==> src/rtl/gpio_irq_pkg.sv <==
package gpio_irq_pkg;

    localparam int IDX_W = 3;

    localparam logic [IDX_W-1:0] IDX_DOUT  = 3'd0;
    localparam logic [IDX_W-1:0] IDX_OE    = 3'd1;
    localparam logic [IDX_W-1:0] IDX_DIN   = 3'd2;
    localparam logic [IDX_W-1:0] IDX_STAT  = 3'd3;
    localparam logic [IDX_W-1:0] IDX_TYPE0 = 3'd4;
    localparam logic [IDX_W-1:0] IDX_TYPE1 = 3'd5;
    localparam logic [IDX_W-1:0] IDX_CLK   = 3'd6;
    localparam logic [IDX_W-1:0] IDX_DBS   = 3'd7;

    typedef enum logic [2:0] {
        STY_LVL_HI = 3'd0,
        STY_LVL_LO = 3'd1,
        STY_RISE   = 3'd2,
        STY_FALL   = 3'd3,
        STY_ANY    = 3'd4
    } style_e;

    typedef enum logic {
        LN_IDLE    = 1'b0,
        LN_PENDING = 1'b1
    } line_state_e;

endpackage

==> src/rtl/gpio_sync.sv <==
module gpio_sync #(
    parameter int N_LINES = 16
) (
    input  logic               clk,
    input  logic               rst_n,
    input  logic [N_LINES-1:0] pin_in,
    output logic [N_LINES-1:0] sync_q,
    output logic [N_LINES-1:0] prev_q
);

    logic [N_LINES-1:0] stage1_q;

    // Two synchronizer flops, then one more register that holds
    // the previous synchronized value for the edge detectors.
    always_ff @(posedge clk or negedge rst_n) begin
        if (!rst_n) begin
            stage1_q <= '0;
            sync_q   <= '0;
            prev_q   <= '0;
        end else begin
            stage1_q <= pin_in;
            sync_q   <= stage1_q;
            prev_q   <= sync_q;
        end
    end

endmodule

==> src/rtl/gpio_line_detect.sv <==
module gpio_line_detect
    import gpio_irq_pkg::*;
#(
    parameter int STYLE_W = 3
) (
    input  logic               clk,
    input  logic               rst_n,
    input  logic               sync_in,
    input  logic               sync_prev,
    input  logic [STYLE_W-1:0] style,
    input  logic               clr,
    output logic               pending
);

    line_state_e state_q;
    line_state_e state_d;
    logic        det;

    // Condition selected by the style code. Codes above 4 detect nothing.
    always_comb begin
        case (style)
            STY_LVL_HI: det = sync_in;
            STY_LVL_LO: det = !sync_in;
            STY_RISE:   det = sync_in && !sync_prev;
            STY_FALL:   det = !sync_in && sync_prev;
            STY_ANY:    det = sync_in ^ sync_prev;
            default:    det = 1'b0;
        endcase
    end

    // Next-state logic. A detection outranks a clear in the same cycle.
    always_comb begin
        state_d = state_q;
        unique case (state_q)
            LN_IDLE:    if (det) state_d = LN_PENDING;
            LN_PENDING: if (clr && !det) state_d = LN_IDLE;
        endcase
    end

    // State register.
    always_ff @(posedge clk or negedge rst_n) begin
        if (!rst_n) state_q <= LN_IDLE;
        else        state_q <= state_d;
    end

    // Output process.
    always_comb begin
        pending = (state_q == LN_PENDING);
    end

    // a level condition that holds sets the line on the next edge.
    assert_level_sets_R4: assert property (@(posedge clk) disable iff (!rst_n)
        ((style == STY_LVL_HI && sync_in) || (style == STY_LVL_LO && !sync_in))
        |=> pending);

    // a set line with no clear stays set.
    assert_sticky_R5: assert property (@(posedge clk) disable iff (!rst_n)
        (pending && !clr) |=> pending);

    // a clear under a non-detecting code empties the line.
    assert_w1c_R6: assert property (@(posedge clk) disable iff (!rst_n)
        (clr && style >= 3'd5) |=> !pending);

    // codes 5 to 7 never raise the line.
    assert_nodetect_R8: assert property (@(posedge clk) disable iff (!rst_n)
        (!pending && style >= 3'd5) |=> !pending);

endmodule

==> src/rtl/gpio_regfile.sv <==
module gpio_regfile
    import gpio_irq_pkg::*;
#(
    parameter int N_LINES       = 16,
    parameter int STYLE_W       = 3,
    parameter int LINES_PER_REG = 8,
    parameter int REG_W         = 32,
    localparam int TYPE_W       = LINES_PER_REG * STYLE_W,
    localparam int N_TREG       = (N_LINES + LINES_PER_REG - 1) / LINES_PER_REG
) (
    input  logic                     clk,
    input  logic                     rst_n,
    input  logic                     wr_en,
    input  logic [IDX_W-1:0]         idx,
    input  logic [REG_W-1:0]         wdata,
    input  logic [N_LINES-1:0]       sync_in,
    input  logic [N_LINES-1:0]       status,
    output logic [REG_W-1:0]         rdata,
    output logic [N_LINES-1:0]       dout_q,
    output logic [N_LINES-1:0]       oe_q,
    output logic [N_TREG*TYPE_W-1:0] style_flat,
    output logic [N_LINES-1:0]       clr_mask
);

    logic [TYPE_W-1:0] type_q [N_TREG];
    logic [REG_W-1:0]  clkc_q;
    logic [REG_W-1:0]  dbs_q;

    always_ff @(posedge clk or negedge rst_n) begin
        if (!rst_n) begin
            dout_q <= '0;
            oe_q   <= '1;
            clkc_q <= '0;
            dbs_q  <= '0;
        end else if (wr_en) begin
            case (idx)
                IDX_DOUT: dout_q <= wdata[N_LINES-1:0];
                IDX_OE:   oe_q   <= wdata[N_LINES-1:0];
                IDX_CLK:  clkc_q <= wdata;
                IDX_DBS:  dbs_q  <= wdata;
                default:  ;
            endcase
        end
    end

    // One type register per group of lines; only the style bits are stored.
    for (genvar k = 0; k < N_TREG; k++) begin : g_type
        localparam logic [IDX_W-1:0] KIDX = IDX_TYPE0 + IDX_W'(k);
        always_ff @(posedge clk or negedge rst_n) begin
            if (!rst_n)                     type_q[k] <= '0;
            else if (wr_en && idx == KIDX)  type_q[k] <= wdata[TYPE_W-1:0];
        end
        assign style_flat[k*TYPE_W +: TYPE_W] = type_q[k];
    end

    assign clr_mask = (wr_en && idx == IDX_STAT) ? wdata[N_LINES-1:0] : '0;

    always_comb begin
        rdata = '0;
        case (idx)
            IDX_DOUT: rdata[N_LINES-1:0] = dout_q;
            IDX_OE:   rdata[N_LINES-1:0] = oe_q;
            IDX_DIN:  rdata[N_LINES-1:0] = sync_in;
            IDX_STAT: rdata[N_LINES-1:0] = status;
            IDX_CLK:  rdata = clkc_q;
            IDX_DBS:  rdata = dbs_q;
            default:  ;
        endcase
        for (int k = 0; k < N_TREG; k++) begin
            if (idx == IDX_TYPE0 + IDX_W'(k)) rdata[TYPE_W-1:0] = type_q[k];
        end
    end

    // the unused top bits of a type register always read zero.
    assert_type_resv_R9: assert property (@(posedge clk) disable iff (!rst_n)
        (idx == IDX_TYPE0 || idx == IDX_TYPE1) |-> (rdata[REG_W-1:TYPE_W] == '0));

endmodule

==> src/rtl/gpio_irq_ctrl.sv <==
module gpio_irq_ctrl
    import gpio_irq_pkg::*;
#(
    parameter int N_LINES       = 16,
    parameter int N_IRQ         = 13,
    parameter int STYLE_W       = 3,
    parameter int LINES_PER_REG = 8,
    parameter int REG_W         = 32
) (
    input  logic               clk,
    input  logic               rst_n,
    input  logic               bus_sel,
    input  logic               bus_wr,
    input  logic [IDX_W-1:0]   bus_idx,
    input  logic [REG_W-1:0]   bus_wdata,
    output logic [REG_W-1:0]   bus_rdata,
    input  logic [N_LINES-1:0] pin_in,
    output logic [N_LINES-1:0] pad_out,
    output logic [N_LINES-1:0] pad_drive_en,
    output logic [N_IRQ-1:0]   irq_req
);

    localparam int TYPE_W = LINES_PER_REG * STYLE_W;
    localparam int N_TREG = (N_LINES + LINES_PER_REG - 1) / LINES_PER_REG;

    logic [N_LINES-1:0]       sync_q;
    logic [N_LINES-1:0]       prev_q;
    logic [N_LINES-1:0]       status;
    logic [N_LINES-1:0]       clr_mask;
    logic [N_LINES-1:0]       dout_q;
    logic [N_LINES-1:0]       oe_q;
    logic [N_TREG*TYPE_W-1:0] style_flat;

    gpio_sync #(.N_LINES(N_LINES)) u_sync (
        .clk    (clk),
        .rst_n  (rst_n),
        .pin_in (pin_in),
        .sync_q (sync_q),
        .prev_q (prev_q)
    );

    gpio_regfile #(
        .N_LINES       (N_LINES),
        .STYLE_W       (STYLE_W),
        .LINES_PER_REG (LINES_PER_REG),
        .REG_W         (REG_W)
    ) u_regs (
        .clk        (clk),
        .rst_n      (rst_n),
        .wr_en      (bus_sel && bus_wr),
        .idx        (bus_idx),
        .wdata      (bus_wdata),
        .sync_in    (sync_q),
        .status     (status),
        .rdata      (bus_rdata),
        .dout_q     (dout_q),
        .oe_q       (oe_q),
        .style_flat (style_flat),
        .clr_mask   (clr_mask)
    );

    for (genvar i = 0; i < N_LINES; i++) begin : g_line
        gpio_line_detect #(.STYLE_W(STYLE_W)) u_det (
            .clk       (clk),
            .rst_n     (rst_n),
            .sync_in   (sync_q[i]),
            .sync_prev (prev_q[i]),
            .style     (style_flat[i*STYLE_W +: STYLE_W]),
            .clr       (clr_mask[i]),
            .pending   (status[i])
        );
    end

    assign pad_out      = dout_q;
    assign pad_drive_en = ~oe_q;
    assign irq_req      = status[N_IRQ-1:0];

endmodule

==> config.mk <==
export PLATFORM = sky130hd
export DESIGN_NAME = gpio_irq_ctrl
export DESIGN_NICKNAME = d
export VERILOG_FILES = /design/src/rtl/gpio_irq_pkg.sv /design/src/rtl/gpio_sync.sv /design/src/rtl/gpio_line_detect.sv /design/src/rtl/gpio_regfile.sv /design/src/rtl/gpio_irq_ctrl.sv
export SDC_FILE = /design/constraint.sdc
export NUM_CORES = 1
export LEC_CHECK = 0
export ABC_AREA = 1
export BUFFER_PORTS_ARGS = -buffer_cell sky130_fd_sc_hd__clkbuf_2
export CAP_MARGIN = 20
export CORE_ASPECT_RATIO = 0.6
export CORE_MARGIN = 3
export CORE_UTILIZATION = 52
export DETAILED_ROUTE_END_ITERATION = 6
export PLACE_DENSITY = 0.76
export SKIP_LAST_GASP = 1
export SLEW_MARGIN = 20
export SYNTH_ARGS = -nofsm -noshare
export SYNTH_HDL_FRONTEND = slang
export SYNTH_SLANG_ARGS = --single-unit
==> constraint.sdc <==
create_clock -name clk -period 1.2 [get_ports clk]
set_input_delay 0.12 -clock clk [delete_from_list [all_inputs] [get_ports clk]]
set_output_delay 0.12 -clock clk [all_outputs]
set_load 0.02 [all_outputs]
==> results.sh <==
export IMPL_r2r_start="u_sync.sync_q[15]$_DFF_PN0_"
export IMPL_synth_largest_area_cell="dfrtp_1"
export IMPL_synth_area_leaders="dfrtp_1 48%, nand2_1 11%, inv_1 6.5%"
export IMPL_hold_viol=0
export IMPL_vias_per_cell=5.64
export IMPL_wl_per_cell_um=18.8
export IMPL_worstSetupPathType="reg -> out"
export IMPL_drc=0
export IMPL_synth_top_area_share=0.477
export IMPL_worstSetupEndpointType="primary output"
export IMPL_crit_arrival_ns=1.62
export IMPL_cp_max_fo=2
export IMPL_leakage_nw=7.06
export IMPL_setup_slack_ns=-0.537
export IMPL_drt_first_pass_iters=5
export IMPL_cts_sinks=208
export IMPL_ctsHtreeMaxLevel=1
export IMPL_syn_inst=1235
export IMPL_max_clock_freq_mhz=576
export IMPL_min_path_type="in -> async"
export IMPL_netlist_area_um2=10100
export IMPL_insertion_delay_ns=0.51
export IMPL_rows=38
export IMPL_cts_buffers=20
export IMPL_mostFrequentLayoutCell="nand2_1"
export IMPL_utilization=0.769
export IMPL_avgSynthCellArea_um2=8.16
export IMPL_hold_slack_ns=0.107
export IMPL_yosys_cell_types_count=23
export IMPL_die_area_um2=21100
export IMPL_crit_required_ns=1.08
export IMPL_fin_nets=1612
export IMPL_start_kind="flip-flop"
export IMPL_worstMarginPinSlew_ns=0.357
export IMPL_cts_tree="yes"
export IMPL_cts_root_buf="clkbuf_16"
export IMPL_seq_area_um2=5240
export IMPL_fin_skew_ns=0.0227
export IMPL_status="finished with violations"
export IMPL_gr_total_overflow=0
export IMPL_synth_nets=1322
export IMPL_fillCellCount=1199
export IMPL_grt_pass1_wl_um=50800
export IMPL_violations="negative setup slack"
export IMPL_cts_buffer_depth=3
export IMPL_power_density_nw_per_um2=1520
export IMPL_globalplace_congestion=0.916
export IMPL_wl_um=33300
export IMPL_vias=10000
export IMPL_grt_max_degree=41
export IMPL_r2r_setup_slack_ns=-0.22
export IMPL_antenna_found_initial=0
export IMPL_ys_seq_area_frac=0.518
export IMPL_die_h_um=114
export IMPL_multiInputGateArea_um2=4060
export IMPL_period_share=1.45
export IMPL_grtUsageTotal=0.304
export IMPL_yosys_register_bits=208
export IMPL_startpoint="u_regs.oe_q[4]$_DFFE_PN1P_"
export IMPL_core_um2=18500
export IMPL_rsz0062_at_grt="true"
export IMPL_drv_slew=0
export IMPL_rr_worst_depth=8
export IMPL_power_mw=21.7
export IMPL_hpwl_um=20900
export IMPL_mostFrequentLayoutCells="276 x nand2_1, 182 x dfrtp_1, 138 x inv_1, 115 x o21ai_0, 105 x buf_4"
export IMPL_max_slew_margin_rel=0.762
export IMPL_syn2layout_area_growth_pct=41.5
export IMPL_finalCriticalPeriod_ns=1.74
export IMPL_cap_violations=0
export IMPL_setup_viol=76
export IMPL_grt_pass1_vias=9495
export IMPL_drive_gt1_frac=0.283
export IMPL_ir_drop_uv=1090
export IMPL_port_buffers=131
export IMPL_die_x_um=186
export IMPL_yosysWarningCount=0
export IMPL_ios=132
export IMPL_clk_pin_slew_ns=0.07
export IMPL_insertedDiodeCount=0
export IMPL_initial_core_util=0.544
export IMPL_ant_nets=0
export IMPL_timing_rr_end="g_line[15].u_det.pending$_DFF_PN0_"
export IMPL_drtIter0Drc=1119
-- synth_stat cells --
cell and n:
o21bai_1 1, inv_2 1, buf_1 9, and2_1 1
o2111ai_1 8, clkbuf_1 29, o21ai_1 12, dfstp_2 16
nor2_2 4, a21oi_1 43, o21ai_0 122, buf_4 17
o22ai_1 8, buf_2 20, inv_1 174, dfrtp_1 192
nor2_1 110, ha_1 32, nand4_1 85, nor3_4 2
nand2_1 286, nand3_1 58, xor2_1 5
-- stage by stage --
step | cell area, µm² | setup TNS (ns) | cells | setup WS, ns
after floorplan | 10200 | -0.00671 | 1235 | -0.00335
after global placement | 11600 | -17.43 | 1615 | -0.263
after detailed placement | 11600 | -21.52 | 1615 | -0.258
after CTS | 13700 | -14.77 | 1739 | -0.489
after global routing | 14300 | -18.41 | 1777 | -0.552
final | 14300 | -15.06 | 1777 | -0.537
-- layer usage --
layer / up-vias / part of all wire / global-route usage
met5: - / 0 / 0
met4: 0 / 0.029 / 0.0828
met3: 103 / 0.10 / 0.0605
met2: 635 / 0.46 / 0.466
met1: 4726 / 0.41 / 0.444
li1: 4556 / - / -
-- logic make-up (layout without fill, tap and decap cells) --
| group | after synthesis | count (layout) | synth area share |
|---|---|---|---|
| simple gates | 546 | 546 | 0.235 |
| buf+inv | 250 | 552 | 0.102 |
| flops | 208 | 208 | 0.518 |
| compound gates | 194 | 194 | 0.101 |
| xor+xnor | 5 | 5 | 0.00434 |
| fa+ha+maj | 32 | 32 | 0.0397 |
-- registers in the layout, summed over array words and instances (netlist names) --
signal,cells
u_regs.style_flat,48
u_regs.clkc_q,32
u_regs.dbs_q,32
g_line.u_det.pending,16
u_regs.dout_q,16
u_regs.oe_q,16
u_sync.prev_q,16
u_sync.stage1_q,16
u_sync.sync_q,16
-- layout make-up --
cell class              instances  share of cell area
repair buffers                343               0.237
multi-input cells             777               0.284
inverters                     175              0.0468
well taps                     240              0.0211
clock buffers                  32              0.0432
clock inverters                 2            0.000702
flip-flops and latches        208               0.367
-- worst max-delay path by stage --
stage | endpoint | slack, ns
CTS | bus_rdata[4] | -0.49
global route | bus_rdata[6] | -0.55
floorplan | bus_rdata[12] | -0.003
finish | bus_rdata[4] | -0.54
global placement | bus_rdata[16] | -0.26
detailed placement | bus_rdata[16] | -0.26
-- worst max-delay path, stage by stage, from the launching register on --
cell and delay, ns:
dfstp_2 0.53, nand4_1 0.14, nand2_1 0.10, inv_1 0.04, nand4_1 0.13, clkbuf_8 0.18
-- power breakdown --
part	internal (mW)	switching (mW)
sequential	8.33	0.995
combinational	2.99	3.28
clock	3.51	2.63
-- what timing repair did --
action	CTS	global route
pin swaps	43	49
endpoints found under the hold margin	316	0
hold buffers	49	0
endpoints found under the setup margin	70	93
buffers inserted	44	47
cloned	0	2
gates resized for setup	167	149
No activity file was read; power rests on OpenSTA's default activity.
